`src/rtl/pf_duel_pkg.sv`:
```
package pf_duel_pkg;
  // Index of each event counter in the counter bank.
  typedef enum int unsigned {
    IX_HELD_ACC  = 0,
    IX_HELD_MISS = 1,
    IX_OTH_ACC   = 2,
    IX_OTH_MISS  = 3
  } ctr_ix_e;

  localparam int NUM_CTR = 4;

  // Which address stream feeds each class selector.
  localparam int SEL_CAND = 0;
  localparam int SEL_ACC  = 1;
  localparam int SEL_MISS = 2;
  localparam int NUM_SEL  = 3;
endpackage

```
`src/rtl/pf_set_sel.sv`:
```
// Decides whether a block address belongs to the held-out class.
module pf_set_sel #(
  parameter int ADDR_W = 32,
  parameter int MOD_W  = 2,
  parameter int RES    = 2
) (
  input  logic [ADDR_W-1:0] blk,
  output logic              held
);
  localparam logic [MOD_W-1:0] RES_V = MOD_W'(RES);

  always_comb held = (blk[MOD_W-1:0] == RES_V);
endmodule

```
`src/rtl/pf_sat_ctr.sv`:
```
// Saturating event counter with a synchronous restart.
module pf_sat_ctr #(
  parameter int W = 20
) (
  input  logic         clk,
  input  logic         rst,
  input  logic         clr,
  input  logic         inc,
  output logic [W-1:0] cnt
);
  localparam logic [W-1:0] MAXV = {W{1'b1}};

  logic [W-1:0] cnt_q;

  always_ff @(posedge clk) begin
    if (rst) begin
      cnt_q <= '0;
    end else if (clr) begin
      // The event of the restart cycle opens the new window.
      cnt_q <= {{(W-1){1'b0}}, inc};
    end else if (inc && (cnt_q != MAXV)) begin
      cnt_q <= cnt_q + 1'b1;
    end
  end

  assign cnt = cnt_q;

  // a full counter stays full until restarted
  assert_no_overflow_R8: assert property (@(posedge clk) disable iff (rst)
    (cnt_q == MAXV && !clr) |=> (cnt_q == MAXV));

  // a restart with no event leaves zero
  assert_restart_zero_R9: assert property (@(posedge clk) disable iff (rst)
    (clr && !inc) |=> (cnt_q == '0));

  // a restart with an event leaves one
  assert_restart_one_R9: assert property (@(posedge clk) disable iff (rst)
    (clr && inc) |=> (cnt_q == {{(W-1){1'b0}}, 1'b1}));
endmodule

```
`src/rtl/pf_win_timer.sv`:
```
// Free-running window timer, pulses on the last cycle of each window.
module pf_win_timer #(
  parameter int WIN_CYCLES = 1000000
) (
  input  logic clk,
  input  logic rst,
  output logic tick
);
  localparam int TW = (WIN_CYCLES > 1) ? $clog2(WIN_CYCLES) : 1;
  localparam logic [TW-1:0] LAST = TW'(WIN_CYCLES - 1);

  logic [TW-1:0] cnt_q;

  always_ff @(posedge clk) begin
    if (rst) begin
      cnt_q <= '0;
    end else if (cnt_q == LAST) begin
      cnt_q <= '0;
    end else begin
      cnt_q <= cnt_q + 1'b1;
    end
  end

  always_comb tick = (cnt_q == LAST);

  // the timer never leaves its range
  assert_timer_range_R4: assert property (@(posedge clk) disable iff (rst)
    cnt_q <= LAST);

  // the window restarts after its last cycle
  assert_timer_wrap_R4: assert property (@(posedge clk) disable iff (rst)
    (cnt_q == LAST) |=> (cnt_q == '0));
endmodule

```
`src/rtl/pf_rate_judge.sv`:
```
// Compares two miss rates by cross-multiplication.
module pf_rate_judge #(
  parameter int W = 20
) (
  input  logic [W-1:0] held_acc,
  input  logic [W-1:0] held_miss,
  input  logic [W-1:0] oth_acc,
  input  logic [W-1:0] oth_miss,
  output logic         no_evidence,
  output logic         helps
);
  localparam int PW = 2 * W;

  logic [PW-1:0] oth_side;
  logic [PW-1:0] held_side;

  always_comb begin
    oth_side    = {{W{1'b0}}, oth_miss}  * {{W{1'b0}}, held_acc};
    held_side   = {{W{1'b0}}, held_miss} * {{W{1'b0}}, oth_acc};
    no_evidence = (held_acc == '0) || (oth_acc == '0);
    helps       = (oth_side < held_side);
  end
endmodule

```
`src/rtl/pf_duel_ctrl.sv`:
```
module pf_duel_ctrl #(
  parameter int ADDR_W     = 32,
  parameter int CNT_W      = 20,
  parameter int WIN_CYCLES = 1000000,
  parameter int MOD_W      = 2,
  parameter int HELD_RES   = 2
) (
  input  logic              clk,
  input  logic              rst,
  input  logic              cand_valid,
  input  logic [ADDR_W-1:0] cand_blk,
  input  logic              acc_valid,
  input  logic [ADDR_W-1:0] acc_blk,
  input  logic              miss_valid,
  input  logic [ADDR_W-1:0] miss_blk,
  output logic              drop_valid,
  output logic              drop_flag,
  output logic              pf_en
);
  import pf_duel_pkg::*;

  logic [ADDR_W-1:0] sel_addr [NUM_SEL];
  logic [NUM_SEL-1:0] sel_held;
  logic [NUM_CTR-1:0] inc_vec;
  logic [CNT_W-1:0]   cnt_arr [NUM_CTR];
  logic               tick;
  logic               no_evidence;
  logic               helps;
  logic               pf_en_q;
  logic               drop_valid_q;
  logic               drop_flag_q;

  always_comb begin
    sel_addr[SEL_CAND] = cand_blk;
    sel_addr[SEL_ACC]  = acc_blk;
    sel_addr[SEL_MISS] = miss_blk;
  end

  // One class selector per address stream.
  for (genvar s = 0; s < NUM_SEL; s++) begin : g_sel
    pf_set_sel #(
      .ADDR_W(ADDR_W),
      .MOD_W (MOD_W),
      .RES   (HELD_RES)
    ) u_sel (
      .blk (sel_addr[s]),
      .held(sel_held[s])
    );
  end

  always_comb begin
    inc_vec[IX_HELD_ACC]  = acc_valid  &  sel_held[SEL_ACC];
    inc_vec[IX_OTH_ACC]   = acc_valid  & ~sel_held[SEL_ACC];
    inc_vec[IX_HELD_MISS] = miss_valid &  sel_held[SEL_MISS];
    inc_vec[IX_OTH_MISS]  = miss_valid & ~sel_held[SEL_MISS];
  end

  pf_win_timer #(.WIN_CYCLES(WIN_CYCLES)) u_timer (
    .clk (clk),
    .rst (rst),
    .tick(tick)
  );

  for (genvar k = 0; k < NUM_CTR; k++) begin : g_ctr
    pf_sat_ctr #(.W(CNT_W)) u_ctr (
      .clk(clk),
      .rst(rst),
      .clr(tick),
      .inc(inc_vec[k]),
      .cnt(cnt_arr[k])
    );
  end

  pf_rate_judge #(.W(CNT_W)) u_judge (
    .held_acc   (cnt_arr[IX_HELD_ACC]),
    .held_miss  (cnt_arr[IX_HELD_MISS]),
    .oth_acc    (cnt_arr[IX_OTH_ACC]),
    .oth_miss   (cnt_arr[IX_OTH_MISS]),
    .no_evidence(no_evidence),
    .helps      (helps)
  );

  // Enable register: updated only at a window close with evidence.
  always_ff @(posedge clk) begin
    if (rst) begin
      pf_en_q <= 1'b1;
    end else if (tick && !no_evidence) begin
      pf_en_q <= helps;
    end
  end

  // Candidate verdict, one cycle after the candidate.
  always_ff @(posedge clk) begin
    if (rst) begin
      drop_valid_q <= 1'b0;
      drop_flag_q  <= 1'b0;
    end else begin
      drop_valid_q <= cand_valid;
      drop_flag_q  <= cand_valid & (sel_held[SEL_CAND] | ~pf_en_q);
    end
  end

  assign pf_en      = pf_en_q;
  assign drop_valid = drop_valid_q;
  assign drop_flag  = drop_flag_q;

  // a held-out candidate is always dropped one cycle later
  assert_held_dropped_R2: assert property (@(posedge clk) disable iff (rst)
    (cand_valid && cand_blk[MOD_W-1:0] == MOD_W'(HELD_RES)) |=> (drop_valid && drop_flag));

  // no verdict without a candidate
  assert_no_spurious_verdict_R2: assert property (@(posedge clk) disable iff (rst)
    !cand_valid |=> !drop_valid);

  // the enable moves only at a window close
  assert_en_hold_R4: assert property (@(posedge clk) disable iff (rst)
    !tick |=> $stable(pf_en_q));

  // an empty access class leaves the enable unchanged
  assert_keep_no_evidence_R6: assert property (@(posedge clk) disable iff (rst)
    (tick && (cnt_arr[IX_HELD_ACC] == '0 || cnt_arr[IX_OTH_ACC] == '0)) |=> $stable(pf_en_q));
endmodule

```
`config.mk`:
```
export PLATFORM = sky130hd
export DESIGN_NAME = pf_duel_ctrl
export DESIGN_NICKNAME = d
export VERILOG_FILES = /design/src/rtl/pf_duel_pkg.sv /design/src/rtl/pf_set_sel.sv /design/src/rtl/pf_sat_ctr.sv /design/src/rtl/pf_win_timer.sv /design/src/rtl/pf_rate_judge.sv /design/src/rtl/pf_duel_ctrl.sv
export SDC_FILE = /design/constraint.sdc
export NUM_CORES = 2
export LEC_CHECK = 0
export BUFFER_PORTS_ARGS = -buffer_cell sky130_fd_sc_hd__clkbuf_2
export CAP_MARGIN = 25
export CORE_MARGIN = 3
export CORE_UTILIZATION = 50
export CTS_CLUSTER_DIAMETER = 100
export CTS_CLUSTER_SIZE = 12
export DETAILED_ROUTE_END_ITERATION = 10
export PLACE_DENSITY = 0.68
export REMOVE_ABC_BUFFERS = 1
export SYNTH_ARGS = -nofsm -noshare
export SYNTH_HDL_FRONTEND = slang
export SYNTH_SLANG_ARGS = --single-unit
```
`constraint.sdc`:
```
create_clock -name clk -period 14.1 [get_ports clk]
set_clock_uncertainty 0.1 [all_clocks]
set_input_delay 2.115 -clock clk [delete_from_list [all_inputs] [get_ports clk]]
set_output_delay 2.115 -clock clk [all_outputs]
set_load 0.03 [all_outputs]
```
# Yosys cells after proc, flatten, opt, wreduce, memory -nomap -nowiden
# Cells that the tools add are included.
# totals
inputBits	101
ff_bits	103
# classes
muxes	8
n_lt_le_gt_ge	1
eq_ne	8
reduce_logical	14
addsub	5
n_bitwise	9
mul	2
# ops
operator	count
$add A20 B1 Y20 const B	5
$mul A20 B20 Y40	2
$ne A20 B20 Y1 const B	4
$logic_not A20 Y1	2
$lt A40 B40 Y1	1
$eq A20 B20 Y1 const B	1
$mux W1	8
$reduce_bool A2 Y1	4
$eq A2 B2 Y1 const B	3
$and A1 B1 Y1	5
$logic_and A1 B1 Y1	5
$not A1 Y1	3
$reduce_or A2 Y1	1
$logic_not A1 Y1	1
$logic_or A1 B1 Y1	1
$or A1 B1 Y1	1

# Depth between registers and ports, before layout
# depth
ltp_word	6
depth_mapped	35
ltp_nobuf	33

# Modules after synthesis
# Synthesis repeated with hierarchy kept, for this count alone.
# unflattened
hier_cells	3849
hier_area_um2	33469.6
# modules_own_cells
mod	instances	seq_area_each_um2	cells_each	area_per_inst_um2
pf_rate_judge	1	0.0	3233	28051.9
pf_sat_ctr	4	400.4	124	1078.5
pf_win_timer	1	400.4	103	929.6
pf_duel_ctrl	1	60.1	14	132.6
pf_set_sel	3	0.0	1	13.8

# Least setup slack after synthesis
# Ideal clock, no wire load.
# synth_path
path_type	flip-flop to flip-flop
startpoint	register g_ctr[0].u_ctr.cnt_q[2]
endpoint	register pf_en_q, in the netlist pf_en
stages_incl_launch_ff	35
t_arrival_ps	7500
slack_ps	6441
synth_period_minus_slack_ps	7659
required_ps	13941
setup_ps	59
path_cell_list	dfxtp_1 > clkbuf_1 > clkbuf_1 > and2_1 > fa_1 > fa_1 > inv_1 > fa_1 > inv_1 > fa_1 > inv_1 > fa_1 > inv_1 > fa_1 > inv_1 > fa_1 > inv_1 > ha_1 > a21oi_1 > o21a_1 > o31ai_1 > o211ai_1 > a31oi_1 > a31o_2 > o41ai_4 > mux2i_1 > nand3_1 > ha_1 > a21o_1 > a21o_1 > a21oi_1 > o2111ai_1 > a221oi_1 > o21ai_0 > nand2_1
# synth_via
elab_chain_cells	4
elab_cells_between_ends	6
classes_between	mul (1); order compare (1); reduce/logical (4)
# synth_rtl
element	line	rtl
start: declaration	pf_sat_ctr.sv:13	logic [W-1:0] cnt_q;
start signal: assignment	pf_sat_ctr.sv:20	cnt_q <= {{(W-1){1'b0}}, inc};
start signal: assignment	pf_sat_ctr.sv:22	cnt_q <= cnt_q + 1'b1;
parallel branches: the longest is 4 deep, another holds $mul A20 B20 Y40	-	
end signal: assignment	pf_duel_ctrl.sv:88	pf_en_q <= helps;
end: declaration	pf_duel_ctrl.sv:29	logic pf_en_q;
# Several ways; the timed one is not identified.
# A chain may end at the register's enable or synchronous reset.

# Worst setup path in the final report
# layout_path
startpoint	register g_ctr[3].u_ctr.cnt_q[8]
endpoint	register pf_en_q, in the netlist pf_en
# layout_via
elab_chain_cells	2
# layout_rtl
element	line	rtl
start: declaration	pf_sat_ctr.sv:13	
start signal: assignment	pf_sat_ctr.sv:20	
start signal: assignment	pf_sat_ctr.sv:22	
$mul A20 B20 Y40	pf_rate_judge.sv:18	oth_side = {{W{1'b0}}, oth_miss} * {{W{1'b0}}, held_acc};
$lt A40 B40 Y1	pf_rate_judge.sv:21	helps = (oth_side < held_side);
# No other way between the ends.

==> summary.txt <==
Largest net degree at the start of global routing: 58
Initial antenna violation count: 2
CTS tree: yes
Worst R2R Path Depth: 30
Tcrit/Tclk final: 0.626
Die Ht: 261 µm
CP Data Arrival Time: 8980 ps
Post-synth EDFFs: 0
Hold buffer count at cts: 0
Final setup viols: 0
RSZ-0062 raised after global routing: no
Num CTS Buffers: 9
Design Power: 603 µW
Fraction of registers with async set or reset after synthesis: 0
Yosys top cell area share: 0.395
Hold_ws: 384 ps
Area of the core: 63700 µm²
Worst-Skew Late Latency: 360 ps
Fill cells: 5948
Hold path cells: 1
DR WL/cell: 17.3 µm
Vias: 23800
Largest fanout on the critical path: 13
Min-delay worst type: reg -> reg
Routed WL: 77500 µm
Syn Area/Cell: 8.71 µm²
HP Start: u_timer.cnt_q[0]$_SDFF_PP0_
Placed cell area: 33300 µm²
GPL Wtd Cong: 0.866
DR vias/cell: 5.33
Drt first-iter violations: 1359
Final instance area: 33700 µm²
XOR/XNOR share of the synthesized area: 0.0421
Starting density of the core: 0.510
Pwr Density: 17.9 nW/µm²
Max IR drop VDD: 0.0547 mV
Top cells by area, synth: fa_1 39%, ha_1 13%, inv_1 8.8%
Clock transition at path regs: 80 ps
Top_reg_cell synth: dfxtp_1
Post-synthesis sequential area ratio: 0.0636
Compound-Gate Fraction of Synth Area: 0.0620
Pre-CTS setup slack: 5330 ps
Final-stage net count: 4706
Leak: 17.5 nW
Cell at the slowest stage of the critical path: dfxtp_1
Most frequent cells after synthesis: 761 x inv_1, 640 x fa_1, 450 x nand2_1
Synthesized flop and latch total: 103
CTS max path bufs: 2
CP Capture Type: register
Ports: 104
First-pass GRT wire length: 131000 µm
Rel. slew slack: 0.293
Die area: 68000 µm²
Crit path kind: reg -> reg
Post-synthesis mux area share: 0.000925
Cell Area, Synth: 32400 µm²
Critical Path RT: 14250 ps
Simple-Gate Fraction of Synth Area: 0.191
Adder-Cell Fraction of Synth Area: 0.528
Largest family of logic cells by synthesized area: adder cells
Setup TNS: 0 ps
Die W: 261 µm
GRT Residual Overflow: 0
Startpoint types: register
GR Util All Layers: 0.241
MaxCap Viol Count: 0
Post-CTS setup buffers: 0
H-tree depth: 3
Min Tclk post-route: 8830 ps
Post-Synthesis Cells: 3724
Port buffer count: 13
Post-DP HPWL: 60500 µm
Crit Reg-Reg Startpoint: g_ctr[3].u_ctr.cnt[8]$_SDFFE_PP0P_
CP dominant cell by count: fa_1
Least-Margin Pin Slew: 1060 ps
Worst flop-to-flop path endpoint: pf_en$_SDFFE_PP1P_
Layout cells sized above 1: 0.0375
Fmax: 113 MHz
Unique masters post-synth: 82
TritonRoute pass-1 iters: 5
Most numerous cell in the Yosys netlist: inv_1
Sink Count: 103
Vias in the first global route: 24900
Status: finished, final reports clean
Reg2Reg Setup Slack: 5270 ps
Hold Violations, Final: 0
Final worst setup slack: 5270 ps
Root buf cell: clkbuf_16
CTS-repair resized insts: 0
Ys Warns: 0
CP bufs+invs: 7
CP peak stage delay: 590 ps
Worst hold endpoint: u_timer.cnt_q[0]$_SDFF_PP0_
Final max-slew violation count: 0
Antenna-violating nets left: 0
Syn-to-layout area delta: 3.93%
Family with the most delay on the worst path: adder cells
Synth area leader: fa_1
Drt drc: 0
# rows: 92
-- routing by layer --
metal  share of wire  wire, µm  up-vias  global-route usage
li1                -         -    11000                   -
met1            0.44     34300    12100               0.342
met2            0.47     36400      626               0.395
met3           0.066      5130       82              0.0343
met4           0.021      1630        0              0.0499
met5               0         0        -                   0
-- sequential cells by signal, indices dropped and copies added (netlist names) --
name and count:
g_ctr.u_ctr.cnt 80, drop_valid 1, u_timer.cnt_q 20, drop_flag 1, pf_en 1
-- placed cells by master, fill, tap and decap left out, types with 4 or more instances in the layout --
master     instances
a21boi_0           4
a211oi_1           9
a31oi_1            9
a21o_1            51
nor2_1           144
o21ai_0           40
ha_1             346
clkbuf_16          9
nor4_1            10
dfxtp_1          103
o21a_1             6
fa_1             640
buf_8              4
nand2_1          450
inv_1            761
o211ai_1           7
nand3_1           47
xor2_1            74
nor3_1            16
or3_1             15
xnor2_1           82
nand4_1           37
and2_1           436
clkbuf_2          13
buf_4             61
nand2b_1           9
a21oi_1           94
and3_1            17
o21ai_1           10
o21bai_1          16
and4_1            11
nor2b_1           10
-- layout make-up --
cell class,instances,area (µm²),share of cell area
sequential,103,2060,0.0611
inverter,761,2860,0.0847
clock buffer,9,225,0.00668
antenna,1,2.50,0.0000742
tap,846,1060,0.0314
clock inverter,7,88.8,0.00263
timing repair buffer,81,666,0.0197
multi-input combinational,2663,26800,0.794
-- logic make-up after synthesis --
family	Yosys count
DFF	103
adders and majority gates	986
buffers and inverters	958
muxes	3
and+or+nand+nor	1227
xor gates and xnor gates	156
AOI/OAI and AO/OA	291
-- per-stage QoR --
| step | cells | utilization |
|---|---|---|
| after global routing | 4470 | 0.530 |
| after floorplan | 3527 | - |
| after CTS | 4465 | 0.528 |
| final | 4471 | 0.530 |
| after global placement | 4447 | 0.523 |
| after detailed placement | 4449 | 0.523 |
-- power by group --
part,switching [mW],internal (mW),total (mW)
combinational,0.0237,0.00826,0.0320
clock,0.132,0.143,0.275
sequential,0.00331,0.293,0.296
-- worst max-delay path by stage --
stage                                                    from                 end  slack, ps  cells past startpoint
final                      g_ctr[3].u_ctr.cnt[8]$_SDFFE_PP0P_  pf_en$_SDFFE_PP1P_       5270                     30
after global routing       g_ctr[3].u_ctr.cnt[8]$_SDFFE_PP0P_  pf_en$_SDFFE_PP1P_       4750                     30
after CTS                  g_ctr[0].u_ctr.cnt[4]$_SDFFE_PP0P_  pf_en$_SDFFE_PP1P_       5240                     29
after detailed placement   g_ctr[0].u_ctr.cnt[4]$_SDFFE_PP0P_  pf_en$_SDFFE_PP1P_       5330                     29
after global placement     g_ctr[0].u_ctr.cnt[4]$_SDFFE_PP0P_  pf_en$_SDFFE_PP1P_       5270                     29
after floorplan           g_ctr[0].u_ctr.cnt[11]$_SDFFE_PP0P_  pf_en$_SDFFE_PP1P_       6520                     30
Power figures use the tool's default switching activity.
